<file path="src/rtl/pow2div_pkg.sv">
package pow2div_pkg;

    localparam int FACT_W  = 3;
    localparam int DATA_W  = 8;
    localparam int SHIFT_W = 3;
    localparam int CNT_W   = (1 << FACT_W) - 2;
    localparam int STOP_W  = CNT_W + 2;
    localparam int EN_POS  = 7;

    localparam logic [7:0] DIV_OFS = 8'h43;
    localparam logic [7:0] EN_OFS  = 8'h46;

    typedef enum logic {
        GATE_OFF = 1'b0,
        GATE_ON  = 1'b1
    } gate_state_e;

    typedef struct packed {
        logic [FACT_W-1:0] factor;
        logic              enable;
    } div_ctl_t;

    function automatic logic [SHIFT_W-1:0] factor_to_shift(input logic [FACT_W-1:0] f);
        if (f == '0)
            return '0;
        return SHIFT_W'(f - 1'b1);
    endfunction

    function automatic logic [CNT_W-1:0] period_mask(input logic [SHIFT_W-1:0] sh);
        logic [CNT_W:0] one_hot;
        one_hot = (CNT_W+1)'(1) << sh;
        return CNT_W'(one_hot - 1'b1);
    endfunction

endpackage

</file>
<file path="src/rtl/pow2div_regs.sv">
module pow2div_regs
    import pow2div_pkg::*;
#(
    parameter int ADDR_W = 12,
    parameter int BASE   = 0
) (
    input  logic              clk,
    input  logic              rst,
    input  logic              wr_en,
    input  logic [ADDR_W-1:0] addr,
    input  logic [DATA_W-1:0] wdata,
    output div_ctl_t          ctl,
    output logic [DATA_W-1:0] rdata
);

    localparam logic [ADDR_W-1:0] DIV_ADDR = ADDR_W'(BASE + int'(DIV_OFS));
    localparam logic [ADDR_W-1:0] EN_ADDR  = ADDR_W'(BASE + int'(EN_OFS));

    logic hit_div;
    logic hit_en;
    logic unused_wbits;

    assign hit_div      = (addr == DIV_ADDR);
    assign hit_en       = (addr == EN_ADDR);
    assign unused_wbits = ^wdata[EN_POS-1:FACT_W];

    always_ff @(posedge clk) begin
        if (rst) begin
            ctl <= '0;
        end else if (wr_en) begin
            if (hit_div)
                ctl.factor <= wdata[FACT_W-1:0];
            if (hit_en)
                ctl.enable <= wdata[EN_POS];
        end
    end

    always_comb begin
        rdata = '0;
        if (hit_div)
            rdata[FACT_W-1:0] = ctl.factor;
        else if (hit_en)
            rdata[EN_POS] = ctl.enable;
    end


    factor_hold_chk: assert property (@(posedge clk) disable iff (rst)
        !(wr_en && hit_div) |=> $stable(ctl.factor));


    enable_hold_chk: assert property (@(posedge clk) disable iff (rst)
        !(wr_en && hit_en) |=> $stable(ctl.enable));

endmodule

</file>
<file path="src/rtl/pow2div_core.sv">
module pow2div_core
    import pow2div_pkg::*;
(
    input  logic     clk,
    input  logic     rst,
    input  div_ctl_t ctl,
    output logic     div_clk
);

    gate_state_e        st;
    logic [SHIFT_W-1:0] shift_act;
    logic [CNT_W-1:0]   cnt;
    logic [CNT_W-1:0]   mask_act;
    logic               wrap;
    logic               gate_n;
    logic               slow_bit;
    logic [STOP_W-1:0]  stop_cnt;

    assign mask_act = period_mask(shift_act);
    assign wrap     = ((cnt & mask_act) == mask_act);

    // Enable is sampled only while idle or at a period boundary
    always_ff @(posedge clk) begin
        if (rst) begin
            st        <= GATE_OFF;
            shift_act <= '0;
            cnt       <= '0;
        end else begin
            case (st)
                GATE_OFF: begin
                    if (ctl.enable) begin
                        st        <= GATE_ON;
                        shift_act <= factor_to_shift(ctl.factor);
                        cnt       <= '0;
                    end
                end
                GATE_ON: begin
                    if (wrap && !ctl.enable) begin
                        st  <= GATE_OFF;
                        cnt <= '0;
                    end else begin
                        cnt <= cnt + 1'b1;
                    end
                end
                default: st <= GATE_OFF;
            endcase
        end
    end

    // Gate for the pass-through path, moved only while clk is low
    always_ff @(negedge clk) begin
        if (rst)
            gate_n <= 1'b0;
        else
            gate_n <= (st == GATE_ON) && (shift_act == '0);
    end

    always_comb begin
        slow_bit = 1'b0;
        if (st == GATE_ON && shift_act != '0)
            slow_bit = cnt[shift_act - 1'b1];
    end

    assign div_clk = (shift_act == '0) ? (clk & gate_n) : slow_bit;

    always_ff @(posedge clk) begin
        if (rst)
            stop_cnt <= '0;
        else if (st == GATE_ON && !ctl.enable)
            stop_cnt <= stop_cnt + 1'b1;
        else
            stop_cnt <= '0;
    end


    start_next_chk: assert property (@(posedge clk) disable iff (rst)
        (st == GATE_OFF && ctl.enable) |=> (st == GATE_ON && cnt == '0));


    stop_boundary_chk: assert property (@(posedge clk) disable iff (rst)
        (st == GATE_ON && !wrap) |=> (st == GATE_ON));


    shift_hold_chk: assert property (@(posedge clk) disable iff (rst)
        (st == GATE_ON) |=> (st == GATE_OFF || $stable(shift_act)));


    stop_window_chk: assert property (@(posedge clk) disable iff (rst)
        stop_cnt <= (STOP_W'(3) << shift_act));

endmodule

</file>
<file path="src/rtl/pow2div_bank.sv">
module pow2div_bank
    import pow2div_pkg::*;
#(
    parameter int NUM_DIV   = 3,
    parameter int ADDR_W    = 12,
    parameter int BASE_ADDR = 0,
    parameter int STRIDE    = 256
) (
    input  logic               clk,
    input  logic               rst,
    input  logic               wr_en,
    input  logic [ADDR_W-1:0]  addr,
    input  logic [DATA_W-1:0]  wdata,
    output logic [DATA_W-1:0]  rdata,
    output logic [NUM_DIV-1:0] div_clk
);

    logic [DATA_W-1:0] rd_arr [NUM_DIV];

    for (genvar g = 0; g < NUM_DIV; g++) begin : g_chan
        div_ctl_t ctl;

        pow2div_regs #(
            .ADDR_W (ADDR_W),
            .BASE   (BASE_ADDR + g * STRIDE)
        ) u_regs (
            .clk   (clk),
            .rst   (rst),
            .wr_en (wr_en),
            .addr  (addr),
            .wdata (wdata),
            .ctl   (ctl),
            .rdata (rd_arr[g])
        );

        pow2div_core u_core (
            .clk     (clk),
            .rst     (rst),
            .ctl     (ctl),
            .div_clk (div_clk[g])
        );
    end

    always_comb begin
        rdata = '0;
        for (int i = 0; i < NUM_DIV; i++)
            rdata = rdata | rd_arr[i];
    end


    single_hit_chk: assert property (@(posedge clk) disable iff (rst)
        $countones({rd_arr[0] != '0, rd_arr[NUM_DIV-1] != '0}) <= 1 || NUM_DIV == 1);

endmodule

</file>
<file path="config.mk">
export PLATFORM = sky130hd
export DESIGN_NAME = pow2div_bank
export DESIGN_NICKNAME = d
export VERILOG_FILES = /design/src/rtl/pow2div_pkg.sv /design/src/rtl/pow2div_regs.sv /design/src/rtl/pow2div_core.sv /design/src/rtl/pow2div_bank.sv
export SDC_FILE = /design/constraint.sdc
export NUM_CORES = 1
export LEC_CHECK = 0
export BUFFER_PORTS_ARGS = -buffer_cell sky130_fd_sc_hd__clkbuf_2
export CAP_MARGIN = 20
export CORE_UTILIZATION = 56
export CTS_BUF_LIST = sky130_fd_sc_hd__clkbuf_8
export DETAILED_ROUTE_END_ITERATION = 10
export GPL_TIMING_DRIVEN = 0
export PLACE_DENSITY_LB_ADDON = 0.3
export SLEW_MARGIN = 20
export SYNTH_ARGS = -nofsm -noshare
export SYNTH_HDL_FRONTEND = slang
export SYNTH_HIERARCHICAL = 1
export SYNTH_SLANG_ARGS = --single-unit
</file>
<file path="constraint.sdc">
create_clock -name clk -period 1.9 [get_ports clk]
set_clock_uncertainty 0.2 [all_clocks]
set_input_delay 0 -clock clk [delete_from_list [all_inputs] [get_ports clk]]
set_output_delay 0 -clock clk [all_outputs]
set_load 0.005 [all_outputs]
</file>
### Yosys cells after proc, flatten, opt, wreduce, memory -nomap -nowiden

Cells that the tools add are included.

* register bits: 45
* bits of input ports: 23

* magnitude comparators: 3
* bitwise gates (word level): 11
* $add $sub $neg: 12
* reductions and logical operators: 30
* multiplexer cells: 57
* shifts and indexed selects: 3
* equal/unequal tests: 12

Operators with widths (count)
* $mux 6: 6
* $pmux 6 s2: 3
* $mux 1: 33
* $mux 3: 9
* $eq 12x10->1 const B: 2
* $eq 12x7->1 const B: 2
* $eq 12x9->1 const B: 2
* $add 6x1->6 const B: 3
* $and 6x6->6: 3
* $eq 6x6->1: 3
* $logic_not 3->1: 6
* $reduce_and 2->1: 9
* $shl 1x3->6 const A: 3
* $sub 3x1->3 const B: 6
* $sub 6x1->6 const B: 3
* $or 8x8->8: 2
* $lt 3x4->1 const B: 3
* $bmux 1 s3: 3
* $logic_and 1x1->1: 9
* $reduce_bool 3->1: 3
* $ne 2x2->1 const B: 3
* $pmux 1 s2: 3
* $and 1x1->1: 3
* $logic_not 1->1: 3
* $not 1->1: 3

### Logic depth before layout (Yosys ltp)

Gate-level depths: netlist of run 1.

* depth after elaboration: 7
* depth in mapped cells: 7
* gate-level depth less buffers: 7

### Hierarchy

The synthesis of run 1 kept the hierarchy.

By module, submodules not included
* pow2div_core (g_chan[0].u_core ...): area each 762.0 um^2, instances 2, sequential area each 220.2 um^2, cells an instance 89
* pow2div_core (g_chan[1].u_core): area each 763.2 um^2, instances 1, sequential area each 220.2 um^2, cells an instance 88
* pow2div_regs (g_chan[1].u_regs ...): area each 325.3 um^2, instances 2, sequential area each 80.1 um^2, cells an instance 35
* pow2div_regs (g_chan[0].u_regs): area each 322.8 um^2, instances 1, sequential area each 80.1 um^2, cells an instance 35
* pow2div_bank: area each 50.0 um^2, instances 1, sequential area each 0.0 um^2, cells an instance 8

==> results of run 1 <==
worst max-delay path: stages (launching register included):
cell	delay (ps)
dfxtp_2	320
nand2_2	40
o22ai_1	90
buf_2	130
layer usage:
layer	GRT usage, %	wire, um	part of all wire [%]
met1	34.1	4070	40
met2	52.9	5040	49
met3	7.82	655	6.4
met4	16.7	502	4.9
met5	0	0	0
cells in the mapped netlist (3+ instances only):
master | number | area (um2)
a22oi_1 | 3 | 22.5
xnor2_1 | 6 | 52.6
dfxtp_1 | 45 | 901
nor4_1 | 9 | 56.3
nand3_1 | 16 | 80.1
buf_2 | 3 | 15.0
conb_1 | 3 | 11.3
nand2b_1 | 36 | 225
or2_2 | 3 | 18.8
nand4_1 | 4 | 25.0
nand2_1 | 18 | 67.6
mux4_2 | 3 | 67.6
a21oi_1 | 6 | 30.0
a211oi_1 | 9 | 67.6
o21ai_2 | 3 | 26.3
buf_4 | 12 | 90.1
o31ai_1 | 6 | 45.0
a31oi_4 | 3 | 63.8
and2_1 | 12 | 75.1
nor2_1 | 18 | 67.6
a2111o_1 | 3 | 33.8
o2bb2ai_1 | 3 | 26.3
or3_1 | 8 | 50.1
a311oi_1 | 3 | 26.3
inv_2 | 3 | 11.3
o21a_1 | 3 | 22.5
and2b_2 | 3 | 26.3
or4_4 | 4 | 45.0
o22ai_1 | 6 | 37.5
or4b_4 | 5 | 68.8
a32o_1 | 3 | 30.0
inv_1 | 23 | 86.3
mux2i_1 | 15 | 150
nor3_1 | 6 | 30.0
ha_1 | 24 | 300
and4_1 | 3 | 26.3
a21o_1 | 3 | 22.5
o21ai_1 | 11 | 55.1
and3_1 | 7 | 43.8
clkbuf_1 | 3 | 11.3
or2_1 | 3 | 18.8
nor4_4 | 3 | 63.8
nand3b_1 | 9 | 67.6
stage by stage:
step           hold WS, ps  utilization (%)
6_report             -40.7             81.3
3_3_place_gp          61.0             64.9
3_5_place_dp          61.0             64.9
2_1_floorplan         -137                -
5_1_grt              -38.6             81.3
4_1_cts               30.1             78.1
flip-flops by register name, indices dropped and copies added (netlist names):
name / count
g_chan.u_core/gate_n: 3
g_chan.u_regs/ctl: 12
g_chan.u_core/st: 3
g_chan.u_core/shift_act: 9
g_chan.u_core/cnt: 18
path summary, 6_finish.rpt:
path | endpoint | slack, ps | cells after the start
max reg2reg | g_chan[0].u_core/cnt[2] | -230 | 7
min | g_chan[2].u_regs/ctl[1] | -40 | 4
max | div_clk[0] | -320 | 3
min reg2reg | g_chan[2].u_core/cnt[5] | 300 | 2
timing repair:
item / 4_1_cts / 5_1_grt
pin swaps: 28 / 22
hold endpoints to repair: 12 / 2
resized for setup: 46 / 39
buffers inserted: 24 / 8
setup endpoints to repair: 30 / 45
hold buffers: 22 / 1
report_power, final:
part | total (uW) | switching (uW) | internal (uW)
clock network | 1140 | 452 | 686
logic | 175 | 88.1 | 86.9
registers | 933 | 0.0570 | 932
total | 2250 | 540 | 1710
layout make-up:
cell class / count / area share, %
Timing Repair Buffer: 71 / 12.4
Sequential cell: 45 / 20.5
Buffer: 15 / 2.22
Clock inverter: 6 / 1.37
Tap cell: 72 / 1.98
Inverter: 23 / 2.28
Clock buffer: 13 / 3.35
Multi-Input combinational cell: 299 / 55.8
cells by family (layout without fill, tap and decap cells):
| kind of cell | count (synthesis) | after routing | share of synthesized area [%] |
|---|---|---|---|
| fa+ha+maj | 24 | 24 | 9.07 |
| other cells | 3 | 12 | 0.340 |
| flops | 45 | 45 | 27.2 |
| mux | 19 | 19 | 6.92 |
| buf+inv | 44 | 128 | 6.46 |
| compound gates | 69 | 69 | 16.1 |
| simple gates | 169 | 169 | 32.4 |
| xor+xnor | 6 | 6 | 1.59 |
==> impl_results.md, run 1 <==
* Drt drc at 0
* Hold wc startpoint: addr[7]
* Share of cells above drive strength 1 at 35.8%
* Horiz. Die Dim at 78.9 um
* Final Slew Violations at 0
* Post-synth EDFFs at 0
* Max Cap Viol at 0
* Worst-Skew Late Latency at 410 ps
* Largest net degree at the start of global routing at 46
* Pwr Density at 493 mW/mm2
* Storage element area at 936 um2
* Primary FF master, synth: dfxtp_1
* Critical Path Start: g_chan[0].u_core/gate_n
* Vias in the first global route at 3228
* Area of the multi-input gates at 0.00254 mm2
* Critical Path RT at 1700 ps
* Congestion Overflow GR at 0
* Placed cell count at 485
* Hold Slack at -40.7 ps
* Worst EP arrival at 2020 ps
* CP max FO at 1
* Worst setup EP type: output pin
* Yosys reg bits at 45
* Clock transition at the registers of the reported paths at 80 ps
* Ys async rst share at 0%
* Starting Density at 59.0%
* Initial antenna violation count at 0
* Post-Syn Area at 0.00331 mm2
* Setup-failing EPs final at 35
* Post-Route WL at 10.3 mm
* Sequential area share after synthesis at 27.2%
* IO Count at 34
* First-pass GRT wire length at 14.6 mm
* Synth warn at 6
* Design area at 0.00456 mm2
* Post-DP HPWL at between 4 and 5 mm
* Routed Antenna Nets at 0
* Unrepaired setup endpoints after global routing: true
* Filler cells at 296
* Area after DPL at roughly 0.0036 mm2
* Max VDD drop at 393 uV
* Wire per inst at between 15 and 20 um
* DIE HEIGHT at 78.9 um
* Num rows at 27
* Worst Max-Slew Pin Slew at 798 ps
* Vias per inst at slightly above 6
* CTS tree: yes
* Leak at 0.00181 uW
* Gr usage total at 30.5%
* Setup slack after layout at -321 ps
* Routability-driven placement congestion ratio at 0.846
* Full die area at 0.00622 mm2
* CORE AREA at 0.00561 mm2
* Gate count of the mapped netlist at 379
* Placement Setup Slack at -409 ps
* Initial DRC Count at 241
* Failing checks: hold timing, setup timing
* Worst Hold Class: in -> reg
* Status: finished, violations left
* Slew Limit Headroom at 46.8%
* Setup TNS at -4310 ps
* Crit path kind: reg -> out
* Post-synth cell types at 47
* Buffers on Ports at 25
* Final nets at about 520
* Syn_area_per_cell at 8.74 um2
* Drt first pass iters at 5
* Pwr Total at 2250 uW
* Endpoints failing hold at 2
* Final non-filler cell total at roughly 540
* Diode count at 0
* Commonest cells after routing, fill and taps aside: nand2b_1 (34), buf_4 (34), dfxtp_1 (31), clkbuf_2 (21)
* Worst R2R Start: g_chan[0].u_core/shift_act[0]
* CP Launch Type: flip-flop
* Via Count at about 3400
* Area Overhead vs Synth at 37.7%
No activity file was read; power rests on OpenSTA's default activity.
==> run 2, diff against run 1 <==
--- a/config.mk
+++ b/config.mk
@@ -11,7 +11,7 @@
 export CTS_BUF_LIST = sky130_fd_sc_hd__clkbuf_8
 export DETAILED_ROUTE_END_ITERATION = 10
 export GPL_TIMING_DRIVEN = 0
-export PLACE_DENSITY_LB_ADDON = 0.3
+export PLACE_DENSITY = 0.78
 export SLEW_MARGIN = 20
 export SYNTH_ARGS = -nofsm -noshare
 export SYNTH_HDL_FRONTEND = slang
==> run 2 against run 1 <==
The run still ends with hold timing, setup timing left. Sequential share of layout area is essentially flat. Global-route usage shrank 2.8 points. Setup slack gained 27 ps. Die area is the same. Count of clock-buffer cells in the layout shrank 1. Cell area is essentially flat. Power shrank 5.7%. Clock power shrank 9.6%. Register-to-register slack gained 30 ps. Non-clock buffer count shrank 4. Via count shrank 4.8%. Critical endpoint unchanged.
==> impl_results.md, run 2 (synthesis gave the netlist of run 1 again) <==
* Max Cap Viol at 0 (unchanged)
* Gr usage total at 27.7% (-2.8 points)
* Crit path kind: reg -> out
* Post-DP HPWL at 4.97 mm (+0.41%)
* Crit-path cells: nand2_1, o22ai_1, buf_2
* First-pass GRT wire length at 13.7 mm (-6.1%)
* Commonest cells after routing, fill and taps aside: nand2b_1 (34), buf_4 (32), dfxtp_1 (30), clkbuf_2 (20)
* CP top delay family: flip-flops
* Worst-Skew Late Latency at 410 ps (about the same)
* Drt drc at 0 (unchanged)
* Hold Slack at -128 ps (-87.8 ps)
* Routed Antenna Nets at 0 (unchanged)
* Buffers on Ports at 25 (unchanged)
* R2r setup slk at -200 ps (+30 ps)
* Final nets at 513 (-0.77%)
* Status: finished, violations left
* Pwr Total at 2120 uW (-5.7%)
* Horiz. Die Dim at 78.9 um (unchanged)
* Post-Route WL at 8.95 mm (-13%)
* Final Slew Violations at 0 (unchanged)
* Worst path depth at 3 (unchanged)
* Most common cell after layout, fill and taps aside: nand2b_1
* Critical Path RT at 1700 ps (about the same)
* Diode count at 0 (unchanged)
* CP Launch Type: flip-flop
* Setup slack after layout at -294 ps (+26.7 ps)
* Worst Max-Slew Pin Slew at 786 ps (-11.4 ps)
* Slew Limit Headroom at 47.6% (+0.76 points)
* Final non-filler cell total at 540 (-0.74%)
* Worst EP arrival at 1990 ps (-30 ps)
* Top Registers: g_chan.u_core/cnt: 18 flops, g_chan.u_regs/ctl: 12 flops, g_chan.u_core/shift_act: 9 flops
* Vias per inst at 5.94 (-4.1%)
* CORE AREA at 0.00561 mm2 (unchanged)
* Worst setup EP type: output pin
* Crit path to: div_clk[0]
* Pwr Density at 464 mW/mm2 (-5.8%)
* Placement Setup Slack at -442 ps (-33.0 ps)
* Starting Density at 59.0% (unchanged)
* Setup-failing EPs final at 30 (-14%)
* CTS tree: yes
* Routability-driven placement congestion ratio at 0.878 (+3.7%)
* Congestion Overflow GR at 0 (unchanged)
* IO Count at 34 (unchanged)
* Worst R2R End: g_chan[2].u_core/cnt[5]
* R2R depth at 8 (+1)
* Num rows at 27 (unchanged)
* Worst path slowest cell: dfxtp_2
* Initial antenna violation count at 0 (unchanged)
* Unrepaired setup endpoints after global routing: true
* Bufs and invs on worst path at 1 (unchanged)
* Drt first pass iters at 5 (unchanged)
* Vias in the first global route at 3059 (-5.2%)
* Hold buffer count at CTS at 20 (-9.1%)
* Top reg by flops: g_chan.u_core/cnt
* Wire per inst at 16.6 um (-12%)
* Largest net degree at the start of global routing at 46 (unchanged)
* Failing checks: hold timing, setup timing
* Critical path's largest stage delay at 300 ps (-20 ps)
* Final core occ at 81.3% (about the same)
* Endpoints failing hold at 1 (-1)
* CP max FO at 1 (unchanged)
* Worst R2R Start: g_chan[2].u_core/shift_act[0]
* Area Overhead vs Synth at 37.8% (about the same)
* Number of flip-flops under the largest register name at 18 (unchanged)
* Share of cells above drive strength 1 at 37.0% (+1.2 points)
* Leak at 0.00181 uW (-0.30%)
* Clock transition at the registers of the reported paths at 90 ps (about the same)
* Placed cell count at 485 (unchanged)
* Worst Hold Class: in -> reg
* Initial DRC Count at 223 (-7.5%)
* Filler cells at 346 (+17%)
* Full die area at 0.00622 mm2 (unchanged)
* DIE HEIGHT at 78.9 um (unchanged)
* Critical Path Start: g_chan[0].u_core/gate_n
* Max VDD drop at 521 uV (+32%)
* Via Count at 3205 (-4.8%)
==> run 2: repair_timing <==
item,4_1_cts,5_1_grt
buffers inserted,23,4
pin swaps,35,24
gates resized for setup,46,44
setup endpoints to repair,30,45
hold endpoints to repair,12,1
==> run 2: tightest hold or removal path: cells and delay by family <==
kind                   cells  cell delay, ps
AND/OR/NAND/NOR            2             230
buffers and inverters      1             100
multiplexers               1             110
==> run 2: worst min-delay path by stage <==
stage                     startpoint                            end  slack, ps  depth (start not counted)
after floorplan                  rst  g_chan[0].u_core/shift_act[0]       -140                          1
after global placement           clk                     div_clk[0]         60                          3
after detailed placement         clk                     div_clk[0]         60                          3
after CTS                        rst  g_chan[2].u_core/shift_act[0]         50                          2
after global routing         addr[8]        g_chan[2].u_regs/ctl[2]        -80                          4
final                       addr[10]        g_chan[2].u_regs/ctl[2]       -130                          4
==> run 2: area by class of cell <==
| cell class | count | area (um2) | share of cell area [%] |
|---|---|---|---|
| Multi-Input combinational cell | 299 | 2580 | 56.6 |
| Timing Repair Buffer | 67 | 551 | 12.1 |
| Tap cell | 72 | 90.1 | 1.98 |
| Inverter | 23 | 101 | 2.22 |
| Sequential cell | 45 | 937 | 20.5 |
| Clock inverter | 7 | 60.1 | 1.32 |
| Clock buffer | 12 | 139 | 3.05 |
| Buffer | 15 | 101 | 2.22 |
==> run 2: layer usage <==
layer  vias to the layer above  wire [um]  global-route usage (%)
li1                       1527          -                       -
met1                      1534       3720                    32.9
met2                       123       4480                    46.0
met3                        21        544                    7.47
met4                         0        195                    14.0
met5                         -          0                       0
==> run 2: through the flow <==
step	TNS (ps)	cell area, um2
CTS	-3350	4350
global route	-5120	4560
detailed placement	-4110	3640
floorplan	-403	3420
finish	-3830	4560
global placement	-3350	3640
==> run 2: power breakdown <==
part           total (uW)  switching [uW]  leakage (uW)  internal [uW]
Combinational         156            76.1       0.00129           80.0
Clock                1030             445      0.000141            584
Sequential            933          0.0504      0.000372            932
